`src/rtl/flux_sector_pkg.sv`:
```
package flux_sector_pkg;

    // Result of the three parallel comparisons
    typedef struct packed {
        logic q_pos;      // Q > 0
        logic q_gt_rise;  // Q > +sqrt3 * D
        logic q_gt_fall;  // Q > -sqrt3 * D
    } cmp_flags_t;

    localparam int SECTOR_W = 3;

    typedef struct packed {
        logic [SECTOR_W-1:0] sector;
        logic                vld;
    } sector_state_t;

endpackage

```
`src/rtl/sqrt3_scale.sv`:
```
module sqrt3_scale #(
    parameter int FLUX_W  = 24,
    parameter int K_W     = 19,
    parameter int PROD_W  = 44,
    parameter int SQRT3_K = 454047
) (
    input  logic signed [FLUX_W-1:0] flux_d,
    output logic signed [PROD_W-1:0] prod_pos,
    output logic signed [PROD_W-1:0] prod_neg
);

    localparam logic signed [PROD_W-1:0] K_EXT = PROD_W'(SQRT3_K);

    logic signed [PROD_W-1:0] d_ext;

    always_comb begin
        d_ext    = {{(PROD_W-FLUX_W){flux_d[FLUX_W-1]}}, flux_d};
        prod_pos = d_ext * K_EXT;
        prod_neg = -prod_pos;
    end

endmodule

```
`src/rtl/sector_cmp.sv`:
```
module sector_cmp
    import flux_sector_pkg::*;
#(
    parameter int FLUX_W = 24,
    parameter int PROD_W = 44,
    parameter int FRAC   = 18
) (
    input  logic signed [FLUX_W-1:0] flux_q,
    input  logic signed [PROD_W-1:0] prod_pos,
    input  logic signed [PROD_W-1:0] prod_neg,
    output cmp_flags_t               flags
);

    logic signed [PROD_W-1:0] q_scaled;

    always_comb begin
        q_scaled        = {{(PROD_W-FLUX_W){flux_q[FLUX_W-1]}}, flux_q} <<< FRAC;
        flags.q_pos     = (flux_q > 0);
        flags.q_gt_rise = (q_scaled > prod_pos);
        flags.q_gt_fall = (q_scaled > prod_neg);
    end

endmodule

```
`src/rtl/sector_decode.sv`:
```
module sector_decode
    import flux_sector_pkg::*;
(
    input  cmp_flags_t          flags,
    input  logic [SECTOR_W-1:0] prev_sector,
    output logic [SECTOR_W-1:0] sector
);

    always_comb begin
        unique case (flags)
            3'b101:  sector = 3'd1;
            3'b111:  sector = 3'd2;
            3'b110:  sector = 3'd3;
            3'b010:  sector = 3'd4;
            3'b000:  sector = 3'd5;
            3'b001:  sector = 3'd6;
            default: sector = prev_sector;  // contradictory triple: keep last
        endcase
    end

endmodule

```
`src/rtl/flux_sector_id.sv`:
```
module flux_sector_id
    import flux_sector_pkg::*;
#(
    parameter int FLUX_W     = 24,
    parameter int SQRT3_FRAC = 18,
    parameter int SQRT3_K    = 454047
) (
    input  logic                     clk,
    input  logic                     rst_n,
    input  logic                     valid_i,
    input  logic signed [FLUX_W-1:0] flux_d_i,
    input  logic signed [FLUX_W-1:0] flux_q_i,
    output logic [SECTOR_W-1:0]      sector_o,
    output logic                     valid_o
);

    localparam int K_W    = $clog2(SQRT3_K + 1);
    localparam int HEAD_W = (K_W > SQRT3_FRAC) ? K_W : SQRT3_FRAC;
    localparam int PROD_W = FLUX_W + HEAD_W + 2;

    logic signed [PROD_W-1:0] prod_pos;
    logic signed [PROD_W-1:0] prod_neg;
    cmp_flags_t               flags;
    logic [SECTOR_W-1:0]      sector_new;
    sector_state_t            st_d, st_q;

    sqrt3_scale #(
        .FLUX_W  (FLUX_W),
        .K_W     (K_W),
        .PROD_W  (PROD_W),
        .SQRT3_K (SQRT3_K)
    ) u_scale (
        .flux_d   (flux_d_i),
        .prod_pos (prod_pos),
        .prod_neg (prod_neg)
    );

    sector_cmp #(
        .FLUX_W (FLUX_W),
        .PROD_W (PROD_W),
        .FRAC   (SQRT3_FRAC)
    ) u_cmp (
        .flux_q   (flux_q_i),
        .prod_pos (prod_pos),
        .prod_neg (prod_neg),
        .flags    (flags)
    );

    sector_decode u_dec (
        .flags       (flags),
        .prev_sector (st_q.sector),
        .sector      (sector_new)
    );

    always_comb begin
        st_d     = st_q;
        st_d.vld = valid_i;
        if (valid_i) begin
            st_d.sector = sector_new;
        end
    end

    always_ff @(posedge clk or negedge rst_n) begin
        if (!rst_n) begin
            st_q <= '0;
        end else begin
            st_q <= st_d;
        end
    end

    assign sector_o = st_q.sector;
    assign valid_o  = st_q.vld;

endmodule

```
`config.mk`:
```
export PLATFORM = sky130hd
export DESIGN_NAME = flux_sector_id
export DESIGN_NICKNAME = d
export VERILOG_FILES = /design/src/rtl/flux_sector_pkg.sv /design/src/rtl/sqrt3_scale.sv /design/src/rtl/sector_cmp.sv /design/src/rtl/sector_decode.sv /design/src/rtl/flux_sector_id.sv
export SDC_FILE = /design/constraint.sdc
export NUM_CORES = 1
export LEC_CHECK = 0
export ABC_AREA = 1
export BUFFER_PORTS_ARGS = -buffer_cell sky130_fd_sc_hd__clkbuf_2
export CAP_MARGIN = 20
export CORE_MARGIN = 1.5
export CORE_UTILIZATION = 45
export DETAILED_ROUTE_END_ITERATION = 10
export PLACE_DENSITY = 0.57
export SLEW_MARGIN = 20
export SYNTH_ARGS = -nofsm -noshare
export SYNTH_HDL_FRONTEND = slang
export SYNTH_HIERARCHICAL = 1
export SYNTH_SLANG_ARGS = --single-unit
```
`constraint.sdc`:
```
create_clock -name clk -period 1.7 [get_ports clk]
set_input_delay 0.255 -clock clk [delete_from_list [all_inputs] [get_ports clk]]
set_output_delay 0.255 -clock clk [all_outputs]
set_load 0.02 [all_outputs]
```
# Word level (Yosys, flattened, before mapping)
# Index checks and enable logic that the tools add are counted.
# W data, S select, Z words.
totals:
  ff_bits: 4
  out_inout_bits: 4
op_classes:
  n_mux: 1
  reduce_logical: 3
  n_addsub: 1
  magnitude_cmp: 3
  multipliers: 1
  eq_ne: 5
ops:
  columns: ["cell", "n"]
  rows:
  - ["$gt A42 B45 Y1", 1]
  - ["$neg A44 Y45", 1]
  - ["$gt A42 B44 Y1", 1]
  - ["$mul A24 B20 Y44 const B", 1]
  - ["$gt A24 B1 Y1 const B", 1]
  - ["$pmux W3 S6", 1]
  - ["$eq A3 B3 Y1 const B", 3]
  - ["$reduce_bool A6 Y1", 1]
  - ["$eq A3 B1 Y1 const B", 1]
  - ["$eq A3 B2 Y1 const B", 1]
  - ["$logic_not A3 Y1", 1]
  - ["$reduce_and A2 Y1", 1]

# Longest topological paths before layout
# Gate-level depths: netlist (run 1).
logic_depth:
  depth_word: 6
  ltp_mapped: 56
  ltp_nobuf: 56

# Hierarchy
# The synthesis (run 1) kept the hierarchy.
by_module_without_submodules:
  columns: ["module", "cells_each", "area_per_inst_um2", "instances"]
  rows:
  - ["sqrt3_scale", 1905, 14203.6, 1]
  - ["sector_cmp", 294, 1756.7, 1]
  - ["flux_sector_id", 14, 137.6, 1]
  - ["sector_decode", 21, 96.3, 1]

# Worst setup path before layout (run 1)
# OpenSTA, ideal clock, no wires.
synth_path:
  path_type: "input -> register"
  start: "input flux_d_i[23]"
  end: "register st_q (netlist bit sector_o[0])"
  t_arrival_ns: 7.677
  setup_ns: 0.117
  cell_stages: 43
  path_buffers: 1
  required_time_ns: 1.583
  path_slack_ns: -6.094
  path_cell_list: "clkbuf_1 > inv_1 > fa_1 > inv_1 > ha_1 > inv_1 > fa_1 > inv_1 > fa_1 > fa_1 > fa_1 > fa_1 > ha_1 > nand2_1 > inv_1 > nand2_1 > nand2_1 > o21bai_1 > [... 7 more ...] > xor2_1 > inv_1 > ha_1 > a21o_1 > nor2_1 > nand2_1 > a21oi_2 > nand3_2 > nand2_1 > nand2_1 > nor2_1 > nor2_1 > nand2_1 > nand2_1 > nor2_1 > nand2_1 > nand2_1 > nand2_1"
synth_lines:
  columns: ["item", "line_no", "text"]
  rows:
  - ["from (decl)", "flux_sector_id.sv:11", "input logic signed [FLUX_W-1:0] flux_d_i,"]
  - ["to (signal assigned)", "flux_sector_id.sv:67", "st_q <= st_d;"]
  - ["to (decl)", "flux_sector_id.sv:25", "sector_state_t st_d, st_q;"]

==> flow_summary.json, run 1 <==
{
  "path_class": "primary input to flop",
  "finalSetupViolations": 3,
  "crit_required_ns": 1.81,
  "status": "finished with violations",
  "track_usage_pct": 27.3,
  "ys_seq_area_share_pct": 0.618,
  "fp-row-count": 69,
  "yosysWarnings": 6,
  "root_buffer": "clkbuf_16",
  "core_area_um2": 35500,
  "worstSetupEndpointType": "flop",
  "crit_path_frequent_cell": "nand2_1",
  "worstPathBufferInverterCount": 9,
  "timing.fmax_mhz": 132,
  "die_area_um2": 37100,
  "worst_slack_ns": -5.90,
  "hpwl_mm": 43.0,
  "gp_congestion": 0.926,
  "fillCellCount": 3160,
  "synth_area_um2": 16200,
  "drt_iter0_markers": 580,
  "cap_violations": 0,
  "max_stage_delay_ns": 0.54,
  "avgRoutedWirePerCell_um": 15.1,
  "routed_via_density": 4.75,
  "grt_pass1_wl_mm": 79.1,
  "cp_max_fo": 5,
  "avgSynthCellArea_um2": 7.25,
  "die_h_um": 193,
  "numCtsBuffers": 3,
  "place_inst": 3160,
  "totalWireLength_mm": 48.6,
  "hold_class": "primary input to flop",
  "cp-start-kind": "primary input",
  "ys_top_cells_by_count": "inv_1, nand2_1, fa_1",
  "hold_viol_final": 0,
  "die_w_um": 193,
  "hold_start": "valid_i",
  "final_max_slew_viol_count": 0,
  "synthArstFlopShare_pct": 100,
  "r2r_start": "sector_o[0]$_DFFE_PN0P_",
  "period_minus_slack_ns": 7.60,
  "cts_tree": "done",
  "initial_core_util_pct": 45.6,
  "via_count": 15327,
  "violations": "setup timing",
  "clockBufferDepth": 2,
  "cp_data_arrival_time_ns": 7.71,
  "cts_sinks": 4,
  "antenna_found_initial": 0,
  "crit_start": "flux_d_i[13]",
  "cts.clk_slew.worst_paths_ns": 0.03,
  "cp_slowest_cell": "fa_1",
  "synth-main-ff-cell": "dfrtp_1",
  "grt_pass1_vias": 16331,
  "h-tree-depth": 1,
  "postSynthCellCount": 2234,
  "post-route-util_pct": 65.0,
  "syn_nets": 2806,
  "yosysMostFrequentCell": "inv_1",
  "area_growth_pct": 42.4,
  "first_pass_iters": 5,
  "io_buffers": 54,
  "layout-drive-gt1-share_pct": 37.2,
  "drc_errors": 0,
  "worst_pin_slew_ns": 0.478,
  "diodes": 0,
  "grt_overflow": 0,
  "grt_max_degree": 20,
  "finalCritPeriodShare_pct": 447,
  "ios": 55,
  "synth_cell_types": 38,
  "synth_top_area_share_pct": 35.0,
  "fin_skew_ns": 0,
  "ys_seq_elements": 4,
  "stdcell_count": 3228,
  "cp_top_family": "adder cells",
  "drtAntennaViolNets": 0,
  "synthTopCellsByArea": "fa_1, ha_1, inv_1",
  "rsz0062_at_grt": "true",
  "yosys.area.top_type": "fa_1",
  "nNetsFinal": 3341,
  "synth_edf_count": 0,
  "insertion_delay_ns": 0.22,
  "max-slew-margin-rel_pct": 67.8
}
stage by stage:
stage / hold slack (ns) / setup WS (ns) / instance area (um^2) / setup TNS, ns
finish: 0.215 / -5.90 / 23100 / -17.59
detailed placement: 0.0680 / -6.66 / 20300 / -19.88
floorplan: -0.0406 / -5.68 / 16300 / -16.89
global route: 0.220 / -6.35 / 23100 / -18.87
CTS: 0.212 / -5.81 / 22500 / -17.27
global placement: 0.0624 / -6.63 / 20300 / -19.69
worst reg2reg max path: cells and delay by family, from the launching register on:
kind             cells  cell delay, ns
DFF                  1            0.39
and+or+nand+nor      4            0.24
flip-flops by register name, summed over array words and instances (netlist names):
name	flops
sector_o	3
valid_o	1
metal layers:
| metal | vias to the layer above | track usage (%) | wire length, um |
|---|---|---|---|
| li1 | 7649 | - | - |
| met5 | - | 0 | 0 |
| met1 | 7363 | 34.6 | 21300 |
| met4 | 0 | 6.14 | 1310 |
| met2 | 237 | 50.3 | 24600 |
| met3 | 78 | 1.87 | 1480 |
area by class of cell:
class	instances	area [um^2]	share of cell area [%]
clock buffers	3	75.1	0.325
repair buffers	535	4100	17.8
inverters	688	2620	11.3
flip-flops and latches	4	100	0.434
well taps	461	577	2.50
multi-input cells	1537	15600	67.6
worst paths after layout:
kind	end	slack, ns	depth (start not counted)
max in group asynchronous	valid_o$_DFF_PN0_	1.20	2
setup / recovery	sector_o[0]$_DFFE_PN0P_	-5.90	47
min in group asynchronous	sector_o[2]$_DFFE_PN0P_	0.38	2
hold / removal	valid_o$_DFF_PN0_	0.22	1
setup reg to reg	sector_o[0]$_DFFE_PN0P_	0.96	4
hold reg to reg	sector_o[0]$_DFFE_PN0P_	0.52	2
repair_timing:
item,in CTS,in global routing
gates resized for setup,428,126
cloned,0,0
endpoints found under the hold margin,4,0
buffers inserted,47,17
hold buffers,1,0
pin swaps,258,114
setup endpoints to repair,3,3
cells in the final DEF, fill, tap and decap left out, types with 38 or more instances in the layout:
cell type	count
nand2_2	128
inv_2	68
clkbuf_2	43
xor2_1	44
nor2_2	38
nor2_4	68
ha_4	51
buf_4	458
nand2_1	356
nand3_1	63
nor2_1	69
ha_1	186
inv_1	608
fa_1	269
logic make-up (layout without fill, tap and decap cells):
| family | Yosys count | count (layout) | synth area share [%] |
|---|---|---|---|
| fa+ha+maj | 521 | 521 | 53.4 |
| xor+xnor | 57 | 57 | 3.18 |
| compound gates | 92 | 92 | 3.24 |
| buf+inv | 693 | 1226 | 16.2 |
| simple gates | 867 | 867 | 23.4 |
| flops | 4 | 4 | 0.618 |
Power of run 1 is left out: the tool's default activity adds up to more than one toggle a clock period on the data nets, which glitch-free logic cannot reach.
==> inputs of run 2 (changes only) <==
ABC_AREA = default   (was 1)
==> run 2 against run 1 <==
Compared with the run above: clock skew unchanged; flip-flop and latch count unchanged; final cell count shrank 23%; global-route usage decreased by 3.2 points; the run still ends with setup timing left; wire length down 22%; critical path depth fell by 10; via count shrank 20%; core utilization shrank 2.9 points; hold slack improved by 0.0082 ns; non-clock buffer count shrank 45; die area shrank 10%.
==> flow_summary.json, run 2 <==
{
  "io_buffers": 54,
  "crit_path_frequent_cell": "fa_1",
  "cp_max_fo": 6,
  "cts_tree": "done",
  "synth_compound_area_share_pct": 10.4,
  "synthArstFlopShare_pct": 100,
  "fin_skew_ns": 0,
  "status": "finished with violations",
  "ys_seq_area_share_pct": 0.691,
  "cp_data_arrival_time_ns": 9.02,
  "timing.fmax_mhz": 112,
  "stdcell_area_um2": 19700,
  "die_area_um2": 33300,
  "hold_class": "primary input to flop",
  "core_area_um2": 31600,
  "rsz0062_at_grt": "true",
  "yosysMostFrequentCell": "inv_1",
  "r2r_start": "sector_o[0]$_DFFE_PN0P_",
  "drc_errors": 0,
  "synth_edf_count": 0,
  "avgSynthCellArea_um2": 8.97,
  "routed_via_density": 4.91,
  "hold_viol_final": 0,
  "layout-drive-gt1-share_pct": 32.5,
  "synthTopCellsByArea": "fa_1, ha_1, inv_1",
  "final_cell_mix": "inv_1, buf_4, fa_1",
  "postSynthCellCount": 1615,
  "yosys.area.top_type": "fa_1",
  "hold_ws_ns": 0.223,
  "largest_reg_flops": 3,
  "finalCritPeriodShare_pct": 525,
  "dpl_cell_area_um2": 18200,
  "cap_violations": 0,
  "gp_congestion": 0.924,
  "path_class": "primary input to flop",
  "worstSetupEndpointType": "flop",
  "numCtsBuffers": 3,
  "h-tree-depth": 1,
  "synth-simple-area-share_pct": 9.95,
  "crit_required_ns": 1.80,
  "post-route-util_pct": 62.1,
  "grt_pass1_wl_mm": 64.4,
  "r2r_cells": 4,
  "grt_max_degree": 32,
  "die_w_um": 182,
  "track_usage_pct": 24.1,
  "ys_top_cells_by_count": "inv_1, fa_1, ha_1",
  "synth-xor-area-share_pct": 5.32,
  "grt_pass1_vias": 13576,
  "totalWireLength_mm": 38.0,
  "worst_slack_ns": -7.22,
  "worst_pin_slew_ns": 0.525,
  "ys_seq_elements": 4,
  "ios": 55,
  "first_pass_iters": 5,
  "diodes": 0,
  "die_h_um": 182,
  "synth_top_family_by_area": "adder cells",
  "drt_iter0_markers": 356,
  "cp_slowest_cell": "fa_1",
  "violations": "setup timing",
  "fillCellCount": 2766,
  "cts_sinks": 4,
  "cts.clk_slew.worst_paths_ns": 0.03,
  "via_count": 12218,
  "root_buffer": "clkbuf_16",
  "avgRoutedWirePerCell_um": 15.3,
  "fin_tns_setup_ns": -21.41,
  "synth-main-ff-cell": "dfrtp_1",
  "crit_start": "flux_d_i[10]",
  "yosysWarnings": 6,
  "antenna_found_initial": 0,
  "synth_top_area_share_pct": 39.1,
  "synth_area_um2": 14500,
  "nNetsFinal": 2660,
  "synth_cell_types": 78,
  "final_max_slew_viol_count": 0,
  "hpwl_mm": 34.5,
  "synth-adder-area-share_pct": 59.7,
  "grt_overflow": 0,
  "synthMuxAreaShare_pct": 0.691,
  "max-slew-margin-rel_pct": 65.0,
  "hold_start": "valid_i",
  "period_minus_slack_ns": 8.92,
  "finalSetupViolations": 3,
  "holdPathStages": 1,
  "drtAntennaViolNets": 0,
  "syn_nets": 2187,
  "area_growth_pct": 35.7,
  "clockBufferDepth": 2,
  "insertion_delay_ns": 0.22,
  "cp-start-kind": "primary input",
  "fp-row-count": 65,
  "max_stage_delay_ns": 0.54,
  "initial_core_util_pct": 45.8,
  "final_common_cell": "inv_1"
}
## run 2: layout make-up
type / count / area, um^2 / area share, %
inverter: 483 / 1850 / 9.41
clock buffer: 3 / 75.1 / 0.382
sequential: 4 / 100 / 0.509
tap: 402 / 503 / 2.56
timing repair buffer: 490 / 3750 / 19.1
multi-input combinational: 1106 / 13400 / 68.0
## run 2: cell families after synthesis
logic type               Yosys count
adder cells (fa/ha/maj)          521
XOR/XNOR                          88
multiplexers                       9
AO/OA/AOI/OAI                    217
flip-flops                         4
AND/OR/NAND/NOR                  271
buffers and inverters            505
## run 2: what timing repair did
item                                    4_1_cts  5_1_grt
pin swaps                                   137       51
gates resized for setup                     138       64
buffers inserted                             33       16
hold buffers                                  1        0
endpoints found under the setup margin        3        3
hold endpoints to repair                      4        0
## run 2: path summary, 6_finish.rpt
| kind | to | slack (ns) |
|---|---|---|
| setup / recovery | sector_o[0]$_DFFE_PN0P_ | -7.22 |
| hold reg to reg | sector_o[2]$_DFFE_PN0P_ | 0.56 |
| max in group asynchronous | sector_o[2]$_DFFE_PN0P_ | 1.20 |
| hold / removal | valid_o$_DFF_PN0_ | 0.22 |
| min in group asynchronous | valid_o$_DFF_PN0_ | 0.38 |
| setup reg to reg | sector_o[0]$_DFFE_PN0P_ | 0.36 |
## run 2: critical path: cells and delay by family
family / cells / cell delay, ns
compound gates: 8 / 1.91
xor+xnor: 2 / 0.23
fa+ha+maj: 9 / 3.70
buf+inv: 10 / 1.06
mux: 3 / 0.94
simple gates: 5 / 0.90
## run 2: layer usage
layer	part of all wire, %	global-route usage, %
met5	0	0
met4	1.5	3.80
met3	2.6	1.68
met2	52	45.7
met1	44	30.4
## run 2: metrics by stage
stage	instances	setup WS, ns
global route	2488	-7.62
global placement	2435	-7.47
CTS	2472	-7.22
floorplan	1615	-7.17
detailed placement	2435	-7.73
finish	2488	-7.22
Power of run 2 is left out for the same reason.
==> inputs of run 3 (changes only) <==
CELL_PAD_IN_SITES_DETAIL_PLACEMENT = 0   (was default)
CELL_PAD_IN_SITES_GLOBAL_PLACEMENT = 1   (was default)
PLACE_DENSITY = 0.71   (was 0.57)
==> run 3 against run 2 <==
Compared with the run above: via count is 1.1% higher; sequential share of layout area hardly changed; worst setup slack better by 0.030 ns; register-to-register slack better by 0.05 ns; hold slack better by 0.021 ns; critical path depth stayed put; core utilization is 1.0 points lower; flip-flop and latch count stayed put; global-route usage is 0.48 points higher; wire length is 0.23% higher; the run still ends with setup timing left.
==> flow_summary.json, run 3 (synthesis gave the netlist of run 2 again) <==
{
  "cts_sinks": 4,
  "r2r_start": "sector_o[0]$_DFFE_PN0P_",
  "via_count": 12350,
  "track_usage_pct": 24.6,
  "die_area_um2": 33300,
  "ios": 55,
  "area_growth_pct": 33.5,
  "crit_path_frequent_cell": "fa_1",
  "r2r_cells": 4,
  "crit_start": "flux_d_i[16]",
  "first_pass_iters": 5,
  "rsz0062_at_grt": "true",
  "max_stage_delay_ns": 0.56,
  "hpwl_mm": 34.9,
  "drtAntennaViolNets": 0,
  "fp-row-count": 65,
  "core_area_um2": 31600,
  "final_cell_mix": "inv_1, buf_4, fa_1",
  "numCtsBuffers": 3,
  "diodes": 0,
  "gp_congestion": 0.922,
  "die_h_um": 182,
  "worst_pin_slew_ns": 0.510,
  "grt_pass1_vias": 13751,
  "hold_class": "primary input to flop",
  "final_common_cell": "inv_1",
  "finalCritPeriodShare_pct": 523,
  "drt_iter0_markers": 496,
  "max-slew-margin-rel_pct": 66.0,
  "io_buffers": 54,
  "hold_viol_final": 0,
  "hold_start": "valid_i",
  "cp_data_arrival_time_ns": 9.00,
  "drc_errors": 0,
  "grt_pass1_wl_mm": 65.6,
  "die_w_um": 182,
  "path_class": "primary input to flop",
  "routed_via_density": 4.97,
  "cp_max_fo": 6,
  "totalWireLength_mm": 38.1,
  "grt_max_degree": 32,
  "clockBufferDepth": 2,
  "seq_area_um2": 100,
  "worst_slack_ns": -7.19,
  "stdcell_area_um2": 19300,
  "cap_violations": 0,
  "grt_overflow": 0,
  "fillCellCount": 2834,
  "worstSetupEndpointType": "flop",
  "fin_skew_ns": 0,
  "final_max_slew_viol_count": 0,
  "antenna_found_initial": 0,
  "root_buffer": "clkbuf_16",
  "crit_required_ns": 1.81,
  "initial_core_util_pct": 45.8,
  "period_minus_slack_ns": 8.89,
  "multi_input_area_um2": 13200,
  "cp-start-kind": "primary input",
  "regToRegSetupSlack_ns": 0.41,
  "violations": "setup timing",
  "insertion_delay_ns": 0.23,
  "cp_slowest_cell": "fa_1",
  "timing.fmax_mhz": 112,
  "dpl_cell_area_um2": 18300,
  "cts.clk_slew.worst_paths_ns": 0.03,
  "avgRoutedWirePerCell_um": 15.3,
  "status": "finished with violations",
  "post-route-util_pct": 61.1,
  "layout-drive-gt1-share_pct": 30.9,
  "largest_reg_flops": 3,
  "nNetsFinal": 2655,
  "cts_tree": "done",
  "finalSetupViolations": 3,
  "holdPathStages": 1,
  "h-tree-depth": 1
}
==> run 3: per-stage QoR <==
step | setup TNS (ns) | worst slack, ns | instances | hold WS (ns)
after CTS | -21.09 | -7.11 | 2469 | 0.236
final | -21.39 | -7.19 | 2483 | 0.245
after global routing | -22.58 | -7.60 | 2483 | 0.238
after global placement | -22.49 | -7.56 | 2438 | 0.0632
after floorplan | -21.18 | -7.17 | 1615 | -0.0406
after detailed placement | -22.83 | -7.67 | 2438 | 0.0660
==> run 3: final cells by class <==
type	count	share of cell area (%)
timing repair buffer	485	18.6
multi-input combinational	1106	68.4
tap	402	2.60
clock buffer	3	0.388
inverter	483	9.52
sequential	4	0.518
==> run 3: path summary, 6_finish.rpt <==
kind | end
setup / recovery | sector_o[0]$_DFFE_PN0P_
hold / removal | valid_o$_DFF_PN0_
setup reg to reg | sector_o[0]$_DFFE_PN0P_
hold reg to reg | sector_o[2]$_DFFE_PN0P_
max in group asynchronous | sector_o[2]$_DFFE_PN0P_
min in group asynchronous | sector_o[1]$_DFFE_PN0P_
==> run 3: what timing repair did <==
item / 4_1_cts / 5_1_grt
hold endpoints to repair: 4 / 0
setup buffers: 27 / 14
hold buffers: 1 / 0
cloned: 0 / 0
pin swaps: 80 / 49
gates resized for setup: 101 / 38
setup endpoints to repair: 3 / 3
==> run 3: per-layer routing <==
layer  global-route usage (%)  routed length [um]  up-vias
li1                         -                   -     6029
met1                     31.1               16600     6164
met2                     48.1               20400      137
met3                    0.738                 684       20
met4                     1.82                 344        0
met5                        0                   0        -
==> run 3: critical path: cells and delay by family <==
| family | cells | cell delay (ns) |
|---|---|---|
| AOI/OAI and AO/OA | 7 | 1.81 |
| xor gates and xnor gates | 2 | 0.21 |
| adders and majority gates | 9 | 3.78 |
| buffers and inverters | 9 | 0.96 |
| muxes | 3 | 0.91 |
| and+or+nand+nor | 7 | 1.03 |
Power of run 3 is left out for the same reason.
